===== src/rtl/acq_stop_pkg.sv =====
package acq_stop_pkg;

  typedef enum logic [1:0] {
    GS_OFF   = 2'd0,
    GS_FREE  = 2'd1,
    GS_ARMED = 2'd2,
    GS_DONE  = 2'd3
  } gate_state_t;

  // Load value for a run: a zero request is raised to one.
  function automatic logic [15:0] load_value(input logic [15:0] req);
    return (req == 16'd0) ? 16'd1 : req;
  endfunction

  // One counted conversion: step down, never below zero.
  function automatic logic [15:0] step_down(input logic [15:0] cur);
    return (cur == 16'd0) ? 16'd0 : cur - 16'd1;
  endfunction

  // True when a counted conversion finishes the run.
  function automatic logic is_last(input logic [15:0] cur);
    return cur == 16'd1;
  endfunction

endpackage


===== src/rtl/evt_sync_edge.sv =====
module evt_sync_edge #(
  parameter int STAGES = 2
) (
  input  logic clk,
  input  logic rst_n,
  input  logic async_in,
  output logic rise_pulse
);
  localparam int TOTAL = STAGES + 1;

  logic [TOTAL-1:0] chain_q;

  always_ff @(posedge clk or negedge rst_n) begin
    if (!rst_n) begin
      chain_q <= '0;
    end else begin
      chain_q[0] <= async_in;
      for (int i = 1; i < TOTAL; i++) begin
        chain_q[i] <= chain_q[i-1];
      end
    end
  end

  assign rise_pulse = chain_q[STAGES-1] & ~chain_q[STAGES];
endmodule


===== src/rtl/gate_fsm.sv =====
module gate_fsm
  import acq_stop_pkg::*;
(
  input  logic        clk,
  input  logic        rst_n,
  input  logic        mode_en,
  input  logic        evt_rise,
  input  logic        counted,
  input  logic        last_hit,
  output gate_state_t state,
  output logic        gate_open,
  output logic        armed
);
  gate_state_t state_q, state_d;

  always_comb begin
    state_d = state_q;
    if (!mode_en) begin
      state_d = GS_OFF;
    end else begin
      unique case (state_q)
        GS_OFF:   state_d = evt_rise ? GS_ARMED : GS_FREE;
        GS_FREE:  if (evt_rise) state_d = GS_ARMED;
        GS_ARMED: if (counted && last_hit) state_d = GS_DONE;
        GS_DONE:  state_d = GS_DONE;
        default:  state_d = GS_OFF;
      endcase
    end
  end

  always_ff @(posedge clk or negedge rst_n) begin
    if (!rst_n) state_q <= GS_OFF;
    else        state_q <= state_d;
  end

  assign state     = state_q;
  assign gate_open = mode_en && (state_q != GS_DONE);
  assign armed     = (state_q == GS_ARMED);
endmodule


===== src/rtl/post_counter.sv =====
module post_counter
  import acq_stop_pkg::*;
#(
  parameter int CNT_W = 16
) (
  input  logic             clk,
  input  logic             rst_n,
  input  logic             reload,
  input  logic [CNT_W-1:0] req_cnt,
  input  logic             counted,
  output logic [CNT_W-1:0] cnt,
  output logic             last_hit
);
  logic [CNT_W-1:0] cnt_q;

  always_ff @(posedge clk or negedge rst_n) begin
    if (!rst_n)       cnt_q <= '0;
    else if (reload)  cnt_q <= load_value(req_cnt);
    else if (counted) cnt_q <= step_down(cnt_q);
  end

  assign cnt      = cnt_q;
  assign last_hit = is_last(cnt_q);
endmodule


===== src/rtl/acq_stop_gate.sv =====
module acq_stop_gate
  import acq_stop_pkg::*;
#(
  parameter int CNT_W       = 16,
  parameter int SYNC_STAGES = 2
) (
  input  logic             clk,
  input  logic             rst_n,
  input  logic             mode_en,
  input  logic [CNT_W-1:0] post_cnt,
  input  logic             ext_evt,
  input  logic             trig_in,
  output logic             trig_out,
  output logic [CNT_W-1:0] cnt_live,
  output logic             done
);
  gate_state_t state;
  logic        evt_rise;
  logic        gate_open;
  logic        armed;
  logic        counted;
  logic        last_hit;
  logic        reload;

  evt_sync_edge #(.STAGES(SYNC_STAGES)) u_sync (
    .clk        (clk),
    .rst_n      (rst_n),
    .async_in   (ext_evt),
    .rise_pulse (evt_rise)
  );

  gate_fsm u_fsm (
    .clk       (clk),
    .rst_n     (rst_n),
    .mode_en   (mode_en),
    .evt_rise  (evt_rise),
    .counted   (counted),
    .last_hit  (last_hit),
    .state     (state),
    .gate_open (gate_open),
    .armed     (armed)
  );

  assign reload   = !mode_en || (state == GS_OFF);
  assign trig_out = trig_in && gate_open;
  assign counted  = trig_out && armed;

  post_counter #(.CNT_W(CNT_W)) u_cnt (
    .clk      (clk),
    .rst_n    (rst_n),
    .reload   (reload),
    .req_cnt  (post_cnt),
    .counted  (counted),
    .cnt      (cnt_live),
    .last_hit (last_hit)
  );

  assign done = (state == GS_DONE);
endmodule


===== config.mk =====
export PLATFORM = sky130hd
export DESIGN_NAME = acq_stop_gate
export DESIGN_NICKNAME = d
export VERILOG_FILES = /design/src/rtl/acq_stop_pkg.sv /design/src/rtl/evt_sync_edge.sv /design/src/rtl/gate_fsm.sv /design/src/rtl/post_counter.sv /design/src/rtl/acq_stop_gate.sv
export SDC_FILE = /design/constraint.sdc
export NUM_CORES = 1
export LEC_CHECK = 0
export BUFFER_PORTS_ARGS = -buffer_cell sky130_fd_sc_hd__buf_4
export CORE_MARGIN = 5
export CORE_UTILIZATION = 54
export DETAILED_ROUTE_END_ITERATION = 7
export PLACE_DENSITY_LB_ADDON = 0.12
export SLEW_MARGIN = 10
export SYNTH_ARGS = -nofsm -noshare
export SYNTH_HDL_FRONTEND = slang
export SYNTH_SLANG_ARGS = --single-unit

===== constraint.sdc =====
create_clock -name clk -period 2.82 [get_ports clk]
set_input_delay 0.564 -clock clk [delete_from_list [all_inputs] [get_ports clk]]
set_output_delay 0.564 -clock clk [all_outputs]
set_load 0.01 [all_outputs]

==> flow_summary.yaml, run 1 <==
run_status:
  status: "finished, final reports clean"
clocking:
  ctsHoldBuffers: 0
  htree_levels: 1
  cts.clk_slew.worst_paths_ps: 130
  cts_tree: "done"
  cts_setup_buffers: 0
  clock_latency_ps: 310
  cts_resized: 0
  ctsRootBufferMaster: "clkbuf_4"
  cts_buffers: 3
  cts_sinks: 21
  clockBufferDepth: 2
finish:
  area_growth_pct: 26.9
  fillers: 185
  nets: 199
  drive_gt1_share_pct: 26.3
  post-route-util_pct: 71.5
  diodes: 0
pwr:
  power_mw: 0.739
  pwr_density_cell_mw_per_mm2: 467
  p_leak_nw: 0.680
  vdd_ir_drop_max_uv: 418
global_routing:
  grtUsageTotal_pct: 23.8
  grt_pass1_wl_um: 6200
  overflow: 0
  grt_max_degree: 22
  grt_pass1_vias: 1309
  antenna_found_initial: 0
logic_synthesis:
  synth_edf_count: 0
  ys_ff_latch: 21
  synth_nets: 160
  ys_seq_area_share_pct: 42.2
  yosysWarnings: 0
  synth.distinct_cells: 43
  synthTopCellsByArea: "dfrtp_1 (42%), a221o_1 (4.0%), nand2_1 (3.9%)"
  yosysMostFrequentCell: "dfrtp_1"
  netlist_top_cells_count: "dfrtp_1 (21), nand2_1 (13), nor2_1 (10)"
  synth_top_area_share_pct: 42.2
  async_reset_ff_share_pct: 100
  synth.largest_area_cell: "dfrtp_1"
  yosys_most_used_dff: "dfrtp_1"
  synth_cells: 137
  synth_area_mm2: 0.00125
  syn_avg_cell_area_um2: 9.10
worst_setup_path:
  reg2reg_depth: 5
  r2r_setup_slack_ps: 520
  crit_chain: "nor4_1 -> nand4_1 -> nand2_1 -> o21ai_1 -> a211o_1"
  r2r-end: "u_cnt.cnt[15]"
  r2r-start: "u_cnt.cnt[4]"
  arrival_ps: 2510
  crit_path_max_incr_delay_ps: 610
  cp-end-kind: "register"
  critPathSlowestCell: "nor4_1"
  worstPathMaxFanout: 8
  critPathRequiredTime_ps: 3030
  startpoint_type: "register"
  startpoint: "u_cnt.cnt[4]"
  critical_path_class: "register to register"
sta:
  tns_ps: 0
  setup_violations: 0
  worst_pin_slew_ps: 631
  hold_violations: 0
  setup_ws_ps: 521
  finalCritPeriodShare_pct: 81.5
  period_needed_ps: 2300
  slew_headroom_pct: 57.5
  slew_viol_final: 0
  fmaxAchievable_ghz: 0.435
  grt_setup_unrepaired: "no"
  skew_ps: 7.72
routing:
  dr_total_vias: 1308
  drt_iter0_drc: 53
  wirelength_um: 3620
  wl_per_cell_um: 17.8
  dr.pass1.iters: 4
  ant_nets: 0
  via_per_inst: 6.44
  route.detailed.drc: 0
floorplanning:
  std_cell_rows: 17
  design.die.area_mm2: 0.00337
  coreArea_mm2: 0.00221
  die_w_um: 58.0
  die_h_um: 58.0
  ios: 39
  initial_core_util_pct: 56.3
job:
  cap_violations: 0
place:
  dp_hpwl_um: 2700
  gp_congestion: 0.919
  pre_cts_slack_ps: 680
  io_buffers: 38
min_path:
  hold_path.class: "input port to asynchronous set/reset pin"
-- through the flow --
stage,cell area [um^2],hold slack (ps),std cells
3_3_place_gp,1550,335,199
2_1_floorplan,1250,268,137
4_1_cts,1580,118,203
5_1_grt,1580,114,203
3_5_place_dp,1550,337,199
6_report,1580,105,203
-- cells in the final DEF (no fill, tap or decap), types with 2 or more instances in the layout --
cell type and instances:
o21a_1 2, o211ai_1 3, a22oi_1 2, a221o_1 5, nand2b_1 2, o21ai_1 2
dfrtp_1 21, or4_1 2, inv_1 4, and3_1 3, nand2_1 13, nor2_1 10
a31oi_1 2, nand4_1 2, ha_1 2, and2_1 5, clkbuf_4 3, or3_1 2
a21oi_1 5, nor3_1 6, o311ai_0 2, buf_4 39, nor4_1 7, o21ai_0 8
a211o_1 2, nand3_1 3
-- state kept, by name, indices dropped and copies added (netlist names) --
name	cells
u_cnt.cnt	16
u_fsm.state	2
u_sync.chain_q	3
-- power by group --
group	switching (mW)	leakage [nW]	internal, mW	total, mW
Combinational	0.103	0.414	0.0997	0.202
Clock	0.0993	0.0177	0.0531	0.152
Sequential	0.0516	0.249	0.333	0.384
Total	0.253	0.680	0.486	0.739
-- cell type report --
cell class | instances | area (um^2) | share of cell area (%)
multi-input combinational | 107 | 686 | 43.4
sequential | 21 | 526 | 33.2
timing repair buffer | 39 | 293 | 18.5
tap | 28 | 35.0 | 2.22
clock buffer | 3 | 22.5 | 1.42
inverter | 4 | 15.0 | 0.949
clock inverter | 1 | 5.00 | 0.316
-- worst max-delay path: cells and delay by family, from the launching register on --
family             cells  cell delay (ps)
AOI/OAI and AO/OA      2              440
DFF                    1              470
and+or+nand+nor        3             1280
-- worst max-delay path by stage --
stage	end	cells after the start
2_1_floorplan	u_cnt.cnt[15]	6
3_3_place_gp	u_cnt.cnt[15]	5
3_5_place_dp	u_cnt.cnt[15]	5
4_1_cts	u_cnt.cnt[15]	5
5_1_grt	u_cnt.cnt[15]	5
6_report	u_cnt.cnt[15]	5
-- kinds of logic after synthesis --
| kind of cell | synth area share, % |
|---|---|
| AO/OA/AOI/OAI | 23.5 |
| flip-flops | 42.2 |
| AND/OR/NAND/NOR | 28.8 |
| buffers and inverters | 2.81 |
| XOR/XNOR | 0.703 |
| adder cells (fa/ha/maj) | 2.01 |
-- routing by layer --
metal  up-vias  global-route usage, %  wire, um
li1        604                      -         -
met1       611                   33.3      1560
met2        88                   34.7      1600
met3         5                   6.01       408
met4         0                   10.3        44
met5         -                      0         0
Power figures use the tool's default switching activity.
==> run 2, diff against run 1 <==
--- a/config.mk
+++ b/config.mk
@@ -7,7 +7,7 @@
 export LEC_CHECK = 0
 export BUFFER_PORTS_ARGS = -buffer_cell sky130_fd_sc_hd__buf_4
 export CORE_MARGIN = 5
-export CORE_UTILIZATION = 54
+export CORE_UTILIZATION = 50
 export DETAILED_ROUTE_END_ITERATION = 7
 export PLACE_DENSITY_LB_ADDON = 0.12
 export SLEW_MARGIN = 10
==> constraint.sdc (replaced) <==
create_clock -name clk -period 2.19 [get_ports clk]
set_input_delay 0.438 -clock clk [delete_from_list [all_inputs] [get_ports clk]]
set_output_delay 0.438 -clock clk [all_outputs]
set_load 0.01 [all_outputs]
==> flow_summary.yaml, run 2 (same netlist as run 1, synthesis figures left out) <==
clocking:
  cts_sinks: 21
  cts_tree: "done"
  clockBufferDepth: 2
  clock_latency_ps: 310
  htree_levels: 1
  ctsRootBufferMaster: "clkbuf_4"
  cts_buffers: 3
  cts.clk_slew.worst_paths_ps: 120
sta:
  slew_headroom_pct: 63.5
  worst_pin_slew_ps: 543
  fmaxAchievable_ghz: 0.497
  period_needed_ps: 2010
  hold_violations: 0
  finalCritPeriodShare_pct: 91.8
  tns_ps: 0
  grt_setup_unrepaired: "no"
  skew_ps: 8.11
  setup_violations: 0
  slew_viol_final: 0
routing:
  route.detailed.drc: 0
  met3_length_um: 369
  dr.pass1.iters: 4
  drt_iter0_drc: 80
  dr_total_vias: 1337
  ant_nets: 0
  top_layer: "met4"
  wl_met1_um: 1590
  dr_wl_met2_um: 1850
  wirelength_um: 3860
  via_per_inst: 6.25
  wl_per_cell_um: 18.1
worst_setup_path:
  r2r-end: "u_cnt.cnt[11]"
  arrival_ps: 2220
  r2r_setup_slack_ps: 180
  worstPathMaxFanout: 8
  startpoint_type: "register"
  startpoint: "u_cnt.cnt[0]"
  reg2reg_depth: 5
  cp-end-kind: "register"
  worstSetupEndpoint: "u_cnt.cnt[11]"
  critical_path_class: "register to register"
  critPathRequiredTime_ps: 2400
  r2r-start: "u_cnt.cnt[0]"
min_path:
  hold_path.class: "input port to register"
pwr:
  vdd_ir_drop_max_uv: 485
  p_clk_share_pct: 19.9
  pwr_density_cell_mw_per_mm2: 583
  switching_share_pct: 33.8
  power_frac_seq_pct: 50.4
  p_int_mw: 0.643
  power_mw: 0.971
  p_leak_nw: 0.723
  comb_power_share_pct: 29.8
  power.switching_mw: 0.329
floorplanning:
  die_w_um: 59.9
  coreArea_mm2: 0.00243
  ios: 39
  std_cell_rows: 18
  initial_core_util_pct: 51.2
  die_h_um: 59.9
  design.die.area_mm2: 0.00359
finish:
  mostFrequentLayoutCells: "buf_4 (47), dfrtp_1 (21), nand2_1 (12)"
  area_growth_pct: 33.6
  drive_gt1_share_pct: 30.4
  fillers: 195
  regArea_um2: 526
  final_common_cell: "buf_4"
  largest_register_ffs: 16
  multiInputGateArea_um2: 698
  nets: 208
  diodes: 0
global_routing:
  grt_pass1_wl_um: 6290
  overflow: 0
  grtUsageTotal_pct: 23.4
  grt_pass1_vias: 1321
  antenna_found_initial: 0
  grt_max_degree: 22
place:
  gp_congestion: 0.930
  dp_hpwl_um: 2960
  io_buffers: 38
run_status:
  status: "finished, final reports clean"
job:
  cap_violations: 0
run 2: routing by layer:
layer  vias up  track usage [%]
met5         -                0
met4         0             9.49
met3         7             4.32
met2        70             38.1
met1       639             30.3
li1        621                -
run 2: how the worst min path moves through the flow:
stage	to	start	cells past startpoint
after floorplan	u_cnt.cnt[0]	rst_n	0
after global placement	u_sync.chain_q[1]	u_sync.chain_q[0]	0
after detailed placement	u_fsm.state[1]	rst_n	1
after CTS	u_sync.chain_q[0]	ext_evt	1
after global routing	u_sync.chain_q[0]	ext_evt	1
final	u_sync.chain_q[0]	ext_evt	1
run 2: area by class of cell:
cell class,count,share of cell area (%)
multi-input cells,107,41.9
flip-flops and latches,21,31.6
repair buffers,48,21.8
well taps,30,2.25
clock buffers,4,1.58
inverters,4,0.902
run 2: stage by stage:
step	worst slack [ps]	area [um^2]	utilization, %	hold WS, ps	instances
final	179	1670	68.5	229	214
after global placement	184	1610	66.2	332	208
after detailed placement	134	1610	66.2	340	208
after global routing	33.6	1670	68.5	214	214
after floorplan	277	1250	-	142	137
after CTS	103	1650	67.6	224	213
run 2: power groups by stage:
stage	Clock (mW)	Combinational [mW]	Sequential, mW
floorplan	0	0.114	0.503
global placement	0	0.277	0.492
detailed placement	0	0.284	0.492
CTS	0.195	0.287	0.485
global route	0.208	0.314	0.496
finish	0.193	0.289	0.489
run 2: critical path: stages, from the launching register on:
cell      delay, ps
dfrtp_1         460
or4_1           740
nor3_2          220
nand3b_1        150
a21boi_1         80
a211o_1         270
run 2: timing repair:
action | in CTS | in global routing
hold buffers | 1 | 0
hold endpoints to repair | 10 | 0
resized for setup | 0 | 3
setup buffers | 0 | 1
setup endpoints to repair | 0 | 3
